==> config.mk <==
export PLATFORM = sky130hd
export DESIGN_NAME = scl_timing_gen
export DESIGN_NICKNAME = d
export VERILOG_FILES = /design/src/rtl/scl_tgen_pkg.sv /design/src/rtl/scl_div_capture.sv /design/src/rtl/scl_phase_seq.sv /design/src/rtl/scl_strobe_dec.sv /design/src/rtl/scl_timing_gen.sv
export SDC_FILE = /design/constraint.sdc
export NUM_CORES = 1
export LEC_CHECK = 0
export BUFFER_PORTS_ARGS = -buffer_cell sky130_fd_sc_hd__buf_4
export CAP_MARGIN = 0
export CORE_MARGIN = 3
export CORE_UTILIZATION = 44
export DETAILED_ROUTE_END_ITERATION = 8
export SKIP_CTS_REPAIR_TIMING = 1
export SLEW_MARGIN = 30
export SYNTH_ARGS = -nofsm -noshare
export SYNTH_HDL_FRONTEND = slang
export SYNTH_SLANG_ARGS = --single-unit
==> constraint.sdc <==
create_clock -name clk -period 8.72 [get_ports clk]
set_input_delay 1.308 -clock clk [delete_from_list [all_inputs] [get_ports clk]]
set_output_delay 1.308 -clock clk [all_outputs]
set_load 0.02 [all_outputs]
==> src/rtl/scl_tgen_pkg.sv <==
package scl_tgen_pkg;
  typedef enum logic {
    PH_LOW  = 1'b0,
    PH_HIGH = 1'b1
  } phase_e;

  function automatic int unsigned cnt_width(int unsigned divw, int unsigned prescale);
    return divw + $clog2(prescale);
  endfunction
endpackage

==> src/rtl/scl_div_capture.sv <==
module scl_div_capture #(
  parameter int unsigned DIVW     = 16,
  parameter int unsigned PRESCALE = 8,
  parameter int unsigned CNTW     = DIVW + 3
) (
  input  logic                      clk,
  input  logic                      rst_n,
  input  logic                      load_i,
  input  logic [2*DIVW-1:0]         divisor_i,
  output logic [1:0][CNTW-1:0]      len_o
);
  localparam logic [CNTW-1:0] PRE_C = CNTW'(PRESCALE);

  // index 0 = low half, index 1 = high half (matches phase encoding)
  for (genvar g = 0; g < 2; g++) begin : g_half
    logic [DIVW-1:0] raw;
    logic [DIVW-1:0] eff;
    assign raw = divisor_i[g*DIVW +: DIVW];
    assign eff = (raw == '0) ? DIVW'(1) : raw;

    always_ff @(posedge clk) begin
      if (!rst_n) begin
        len_o[g] <= PRE_C;
      end else if (load_i) begin
        len_o[g] <= PRE_C * {{(CNTW-DIVW){1'b0}}, eff};
      end
    end
  end

  AST_LEN_HOLD: assert property (@(posedge clk) disable iff (!rst_n)
    !load_i |=> $stable(len_o)) else $error("length changed without load");
  AST_LEN_NONZERO: assert property (@(posedge clk) disable iff (!rst_n)
    (len_o[0] != '0) && (len_o[1] != '0)) else $error("zero phase length");
endmodule

==> src/rtl/scl_phase_seq.sv <==
module scl_phase_seq
  import scl_tgen_pkg::*;
#(
  parameter int unsigned CNTW = 19
) (
  input  logic                  clk,
  input  logic                  rst_n,
  input  logic                  run_i,
  input  logic [1:0][CNTW-1:0]  len_i,
  output logic                  active_o,
  output phase_e                phase_o,
  output logic [CNTW-1:0]       cnt_o,
  output logic                  load_o
);
  logic [CNTW-1:0] last;
  logic            at_end;

  assign last   = len_i[phase_o] - CNTW'(1);
  assign at_end = (cnt_o == last);
  assign load_o = run_i && (!active_o || (phase_o == PH_HIGH && at_end));

  always_ff @(posedge clk) begin
    if (!rst_n || !run_i) begin
      active_o <= 1'b0;
      phase_o  <= PH_LOW;
      cnt_o    <= '0;
    end else if (!active_o) begin
      active_o <= 1'b1;
      phase_o  <= PH_LOW;
      cnt_o    <= '0;
    end else if (at_end) begin
      cnt_o    <= '0;
      phase_o  <= (phase_o == PH_LOW) ? PH_HIGH : PH_LOW;
    end else begin
      cnt_o    <= cnt_o + CNTW'(1);
    end
  end

  AST_IDLE_CLEAR: assert property (@(posedge clk) disable iff (!rst_n)
    !run_i |=> (!active_o && cnt_o == '0)) else $error("counter not cleared");
  AST_START_LOW: assert property (@(posedge clk) disable iff (!rst_n)
    (run_i && !active_o) |=> (active_o && phase_o == PH_LOW && cnt_o == '0)) else $error("bad start");
  AST_CNT_BOUND: assert property (@(posedge clk) disable iff (!rst_n)
    active_o |-> (cnt_o < len_i[phase_o])) else $error("counter overflow");
endmodule

==> src/rtl/scl_strobe_dec.sv <==
module scl_strobe_dec
  import scl_tgen_pkg::*;
#(
  parameter int unsigned CNTW = 19
) (
  input  logic                  clk,
  input  logic                  rst_n,
  input  logic                  run_i,
  input  logic                  active_i,
  input  phase_e                phase_i,
  input  logic [CNTW-1:0]       cnt_i,
  input  logic [1:0][CNTW-1:0]  len_i,
  output logic                  scl_o,
  output logic                  chg_o,
  output logic                  smp_o
);
  logic            live;
  logic [CNTW-1:0] mid;

  assign live  = run_i && active_i;
  assign mid   = len_i[phase_i] >> 1;
  assign scl_o = !(live && phase_i == PH_LOW);
  assign chg_o = live && phase_i == PH_LOW  && cnt_i == mid;
  assign smp_o = live && phase_i == PH_HIGH && cnt_i == mid;

  AST_CHG_ON_LOW: assert property (@(posedge clk) disable iff (!rst_n)
    chg_o |-> !scl_o) else $error("change strobe while high");
  AST_SMP_ON_HIGH: assert property (@(posedge clk) disable iff (!rst_n)
    smp_o |-> scl_o) else $error("sample strobe while low");
  AST_CHG_SINGLE: assert property (@(posedge clk) disable iff (!rst_n)
    chg_o |=> !chg_o) else $error("change strobe held");
endmodule

==> src/rtl/scl_timing_gen.sv <==
module scl_timing_gen
  import scl_tgen_pkg::*;
#(
  parameter int unsigned DIVW     = 16,
  parameter int unsigned PRESCALE = 8
) (
  input  logic              clk,
  input  logic              rst_n,
  input  logic              run_i,
  input  logic [2*DIVW-1:0] divisor_i,
  output logic              scl_o,
  output logic              chg_stb_o,
  output logic              smp_stb_o
);
  localparam int unsigned CNTW = cnt_width(DIVW, PRESCALE);

  logic [1:0][CNTW-1:0] len;
  logic                 active;
  phase_e               phase;
  logic [CNTW-1:0]      cnt;
  logic                 load;

  scl_div_capture #(.DIVW(DIVW), .PRESCALE(PRESCALE), .CNTW(CNTW)) u_cap (
    .clk(clk), .rst_n(rst_n), .load_i(load), .divisor_i(divisor_i), .len_o(len)
  );

  scl_phase_seq #(.CNTW(CNTW)) u_seq (
    .clk(clk), .rst_n(rst_n), .run_i(run_i), .len_i(len),
    .active_o(active), .phase_o(phase), .cnt_o(cnt), .load_o(load)
  );

  scl_strobe_dec #(.CNTW(CNTW)) u_dec (
    .clk(clk), .rst_n(rst_n), .run_i(run_i), .active_i(active), .phase_i(phase),
    .cnt_i(cnt), .len_i(len), .scl_o(scl_o), .chg_o(chg_stb_o), .smp_o(smp_stb_o)
  );

  AST_IDLE_PARK: assert property (@(posedge clk) disable iff (!rst_n)
    !run_i |-> (scl_o && !chg_stb_o && !smp_stb_o)) else $error("not parked");
  AST_STB_EXCL: assert property (@(posedge clk) disable iff (!rst_n)
    !(chg_stb_o && smp_stb_o)) else $error("both strobes");
endmodule

### Word-level counts from Yosys, hierarchy flattened

Cells that the tools add are included.

* equal/unequal tests: 2
* mux-type cells: 6
* order comparisons: 1
* add/sub/neg operators: 2
* bitwise gates (word level): 2
* reduce and logical (&&, ||, !) cells: 17

Operators by type and width (number)
* $mux W19: 2
* $logic_not A16 Y1: 2
* $mux W16: 2
* $add A19 B1 Y19 const B: 1
* $eq A19 B18 Y1: 1
* $eq A19 B19 Y1: 1
* $sub A19 B1 Y19 const B: 1
* $logic_and A1 B1 Y1: 7
* $logic_not A1 Y1: 4
* $reduce_or A3 Y1: 1
* $logic_or A1 B1 Y1: 2
* $lt A1 B2 Y1 const B: 1
* $mux W1: 2
* $not A1 Y1: 2
* $reduce_or A2 Y1: 1

* word-level logic and storage cells: 35
* register bits: 53
* output and inout bits: 3
* input bits: 35

### Depth between registers and ports, before layout

* depth after elaboration: 7
* depth in mapped cells: 15
* mapped depth without buffers: 9

### Modules after synthesis

Synthesis repeated with hierarchy kept, for this count alone.

* cell total of the unflattened synthesis: 395
* area, all modules: 3761.1 µm²

Modules (own cells, without submodules)
* scl_phase_seq: area an instance 1985.7 µm², instances 1, seq. area each 420.4 µm², cells an instance 223
* scl_div_capture: area an instance 1360.1 µm², instances 1, seq. area each 640.6 µm², cells an instance 124
* scl_strobe_dec: area an instance 415.4 µm², instances 1, seq. area each 0.0 µm², cells an instance 48

### Worst setup path after synthesis

Ideal clock, no wire load.

* kind: register to output
* start: register u_seq.phase_o
* end: output chg_stb_o
* required time: 7412 ps
* stages on the path, launching flop included: 11
* arrival time: 2118 ps
* setup slack: 5294 ps
* path buffers: 4
* cell sequence: dfxtp_1 -> buf_6 -> buf_6 -> buf_6 -> buf_2 -> mux2i_1 -> xnor2_1 -> nor4b_1 -> nand3_1 -> nor4_1 -> nor2b_1

* cells in the longest elaborated chain, start to end: 4
* elaborated cells on any way between the ends: 6
* those cells by class: eq/ne (1); mux (2); bitwise (1); reduce/logical (2)

RTL lines
* start, declared: RTL line scl_phase_seq.sv:11 `output phase_e phase_o,`
* start signal, assigned: RTL line scl_phase_seq.sv:33 `phase_o <= (phase_o == PH_LOW) ? PH_HIGH : PH_LOW;`
* $mux W19 (implied by the code) (2 in a row): RTL line scl_strobe_dec.sv:21 `assign mid = len_i[phase_i] >> 1;`
* $eq A19 B18 Y1: RTL line scl_strobe_dec.sv:23 `assign chg_o = live && phase_i == PH_LOW && cnt_i == mid;`
* $logic_and A1 B1 Y1 *: RTL line scl_strobe_dec.sv:23
* end, declared: RTL line scl_timing_gen.sv:12 `output logic chg_stb_o,`

Mark *: on every way between the ends. The rest lies on a longest branch, timed or not. The select of a mux whose other input is x is not followed.

### Worst setup path in the final report

* start: register u_seq.phase_o
* end: output smp_stb_o

* cells in the longest elaborated chain, start to end: 4
* elaborated cells on any way between the ends: 5
* those cells by class: eq/ne (1); mux (2); reduce/logical (2)

RTL lines
* $mux W19 (implied by the code) (2 in a row): RTL line scl_strobe_dec.sv:21
* $eq A19 B18 Y1: RTL line scl_strobe_dec.sv:24 `assign smp_o = live && phase_i == PH_HIGH && cnt_i == mid;`
* $logic_and A1 B1 Y1 *: RTL line scl_strobe_dec.sv:24
* end, declared: RTL line scl_timing_gen.sv:13 `output logic smp_stb_o`

Marked as above.

==> run_results.csv <==
group,metric,value,unit
pwr,ir_drop,0.00008422,V
die,coreArea,7370,sq um
synthesis,syn_inst,397,
critical_path,cp_data_required_time,7.41,ns
outcome,status,"finished clean",
cells_and_area,fill_cells,726,
critical_path,worstSetupStartpointType,"register",
critical_path,slowest_stage,"nor4_1",
routing,drtIter0Drc,144,
pwr,cellPowerDensity,131.8,nW/um^2
global_routing,antenna_found_initial,0,
routing,avgViaCountPerCell,5.241,
timing,tns,0,ns
critical_path,rrSetupSlack,4.94,ns
timing,report.final.slew_viol_count,0,
die,rows,31,
critical_path,regToRegEndpoint,"u_cap.len_o[26]",
synthesis,ys_ff_latch,53,
global_routing,grt_pass1_vias,2537,
die,start_util,46.04,%
cts,clk_pin_slew,0.10,ns
critical_path,endpoint,"smp_stb_o",
global_routing,grt_max_degree,67,
synthesis,ys_seq_area_share,31.27,%
cts,numCtsBuffers,5,
die,io_pins,38,
cts,clkSinkCount,53,
global_routing,grt_use_total,17.49,%
die,dieArea,8801,sq um
placed_design,io_buffers,37,
critical_path,crit_top_cell,"buf_4",
synthesis,syn_nets,435,
placed_design,dp_slack,4.883,ns
critical_path,reg2reg_depth,11,
cells_and_area,fin_nets,457,
synthesis,syn_avg_cell_area,8.547,sq um
placed_design,finalWeightedCongestion,0.9274,
timing,max-slew-margin-rel,47.20,%
cts,cts_buffer_depth,2,
cells_and_area,drive_above_1_share,12.38,%
cts,cts-root-buf,"clkbuf_8",
timing,setup_slack,4.490,ns
routing,post_drt_wl_per_cell,14.61,um
routing,wirelength,7585,um
job,cap_violations,0,
timing,finClkSkew,0.007076,ns
cts,insertion_delay,0.30,ns
timing,fin_crit,4.230,ns
synthesis,async_reset_ff_share,0,%
timing,finalHoldViolCount,0,
timing,rsz0062_at_grt,"no",
cells_and_area,diodes,0,
timing,worst_pin_slew,0.7919,ns
global_routing,gr-total-overflow,0,
synthesis,synthFlopType,"dfxtp_1",
synthesis,yosysWarningCount,0,
critical_path,r2r-start,"u_seq.phase_o",
critical_path,path_class,"reg -> out",
cells_and_area,utilization,50.42,%
die,fp.dieH,93.82,um
pwr,leakage,1.371,nW
die,die_width,93.82,um
timing,max_freq,0.2364,GHz
critical_path,slowest_delay,0.42,ns
placed_design,dp_hpwl,5892,um
critical_path,crit_arrival,2.92,ns
placed_design,dp.cells,511,
cells_and_area,area_growth,9.513,%
worst_hold_path,worstHoldPathType,"reg -> reg",
routing,antenna_left,0,
critical_path,crit_chain,"buf_4 > mux2i_1 > xor2_1 > nand4_1 > nor4b_1 > nand3_1 > nor4_1 > and4_1 > buf_4",
critical_path,critPathCaptureType,"output port",
critical_path,startpoint,"u_seq.phase_o",
routing,drtPass1Iterations,4,
synthesis,syn-cell-area,3393,sq um
timing,fin_crit_sh,48.51,%
cells_and_area,finalNonFillerCells,519,
timing,setup_viol,0,
cells_and_area,layout_commonest_cell,"nand2_1",
routing,drc,0,
cells_and_area,final_cell_mix,"nand2_1 (71), dfxtp_1 (53), mux2i_1 (45), buf_4 (39), xnor2_1 (33)",
cts,tritoncts,"built",
routing,vias,2720,
synthesis,synth_cell_types,55,
cts,htree_num_levels,2,
global_routing,grt_pass1_wl,12400,um
synthesis,synth_edf_count,0,
critical_path,worstPathMaxFanout,45,
metrics by stage:
step / total power, mW / hold slack (ns) / cell area [sq um]
2_1_floorplan: 0.3300 / 0.4257 / 3393
3_3_place_gp: 0.3558 / 0.4347 / 3628
3_5_place_dp: 0.3561 / 0.4454 / 3628
4_1_cts: 0.4956 / 0.4684 / 3716
5_1_grt: 0.5151 / 0.4779 / 3716
6_report: 0.4898 / 0.4671 / 3716
registers in the layout, summed over array words and instances (netlist names):
register and count:
u_cap.len_o 32, u_seq.cnt_o 19, u_seq.phase_o 1, u_seq.active_o 1
where the power goes:
part           internal [mW]  switching (mW)
Clock                 0.0568          0.0821
Sequential             0.252         0.00935
Combinational         0.0425          0.0473
Total                  0.351           0.139
worst max-delay path: cells and delay by family (launching register included):
| family | cells | cell delay [ns] |
|---|---|---|
| xor gates and xnor gates | 1 | 0.22 |
| buffers and inverters | 2 | 0.53 |
| DFF | 1 | 0.32 |
| muxes | 1 | 0.40 |
| and+or+nand+nor | 5 | 1.13 |
cell usage after synthesis (5+ instances only):
cell type  count  share of area, %
nand2_1       71               7.9
dfxtp_1       53                31
mux2i_1       45                13
xnor2_1       33               8.5
nor2_1        28               3.1
xor2_1        24               6.2
nand3_1       14               2.1
clkbuf_1      13               1.4
nor3_1         9               1.3
nor4_1         9               1.7
and3_1         8               1.5
or3_1          8               1.5
buf_6          5               1.7
inv_1          5              0.55
nor3b_1        5               1.1
o211ai_1       5               1.1
logic make-up (layout without fill, tap and decap cells):
| kind of cell | after synthesis | after routing | share of synthesized area [%] |
|---|---|---|---|
| simple gates | 175 | 175 | 25.22 |
| xor+xnor | 57 | 57 | 14.71 |
| flops | 53 | 53 | 31.27 |
| mux | 48 | 48 | 14.34 |
| compound gates | 32 | 32 | 7.449 |
| buf+inv | 29 | 52 | 5.900 |
| fa+ha+maj | 3 | 3 | 1.106 |
metal layers:
metal,global-route usage [%],vias up,wire [um]
met4,2.888,0,30
met5,0,-,0
li1,-,1422,-
met2,28.92,42,3575
met1,24.55,1254,3721
met3,2.404,2,258
worst min-delay path by stage:
stage                    startpoint         endpoint  slack, ns  cells after the start
global route         u_seq.cnt_o[0]   u_seq.cnt_o[0]       0.48                      1
finish              u_cap.len_o[17]  u_cap.len_o[17]       0.47                      2
detailed placement   u_seq.cnt_o[0]   u_seq.cnt_o[0]       0.45                      1
global placement     u_seq.cnt_o[0]   u_seq.cnt_o[0]       0.43                      1
CTS                  u_seq.cnt_o[0]   u_seq.cnt_o[0]       0.47                      1
floorplan            u_seq.cnt_o[0]   u_seq.cnt_o[0]       0.43                      1
layout make-up:
cell class,instances,area (sq um),area share (%)
Multi-Input combinational cell,315,2132,57.37
Sequential cell,53,1061,28.55
Timing Repair Buffer,39,292.8,7.879
Tap cell,99,123.9,3.333
Clock buffer,6,72.57,1.953
Inverter,5,18.77,0.5051
Clock inverter,2,15.01,0.4040
(Power assumes the default switching activity.)
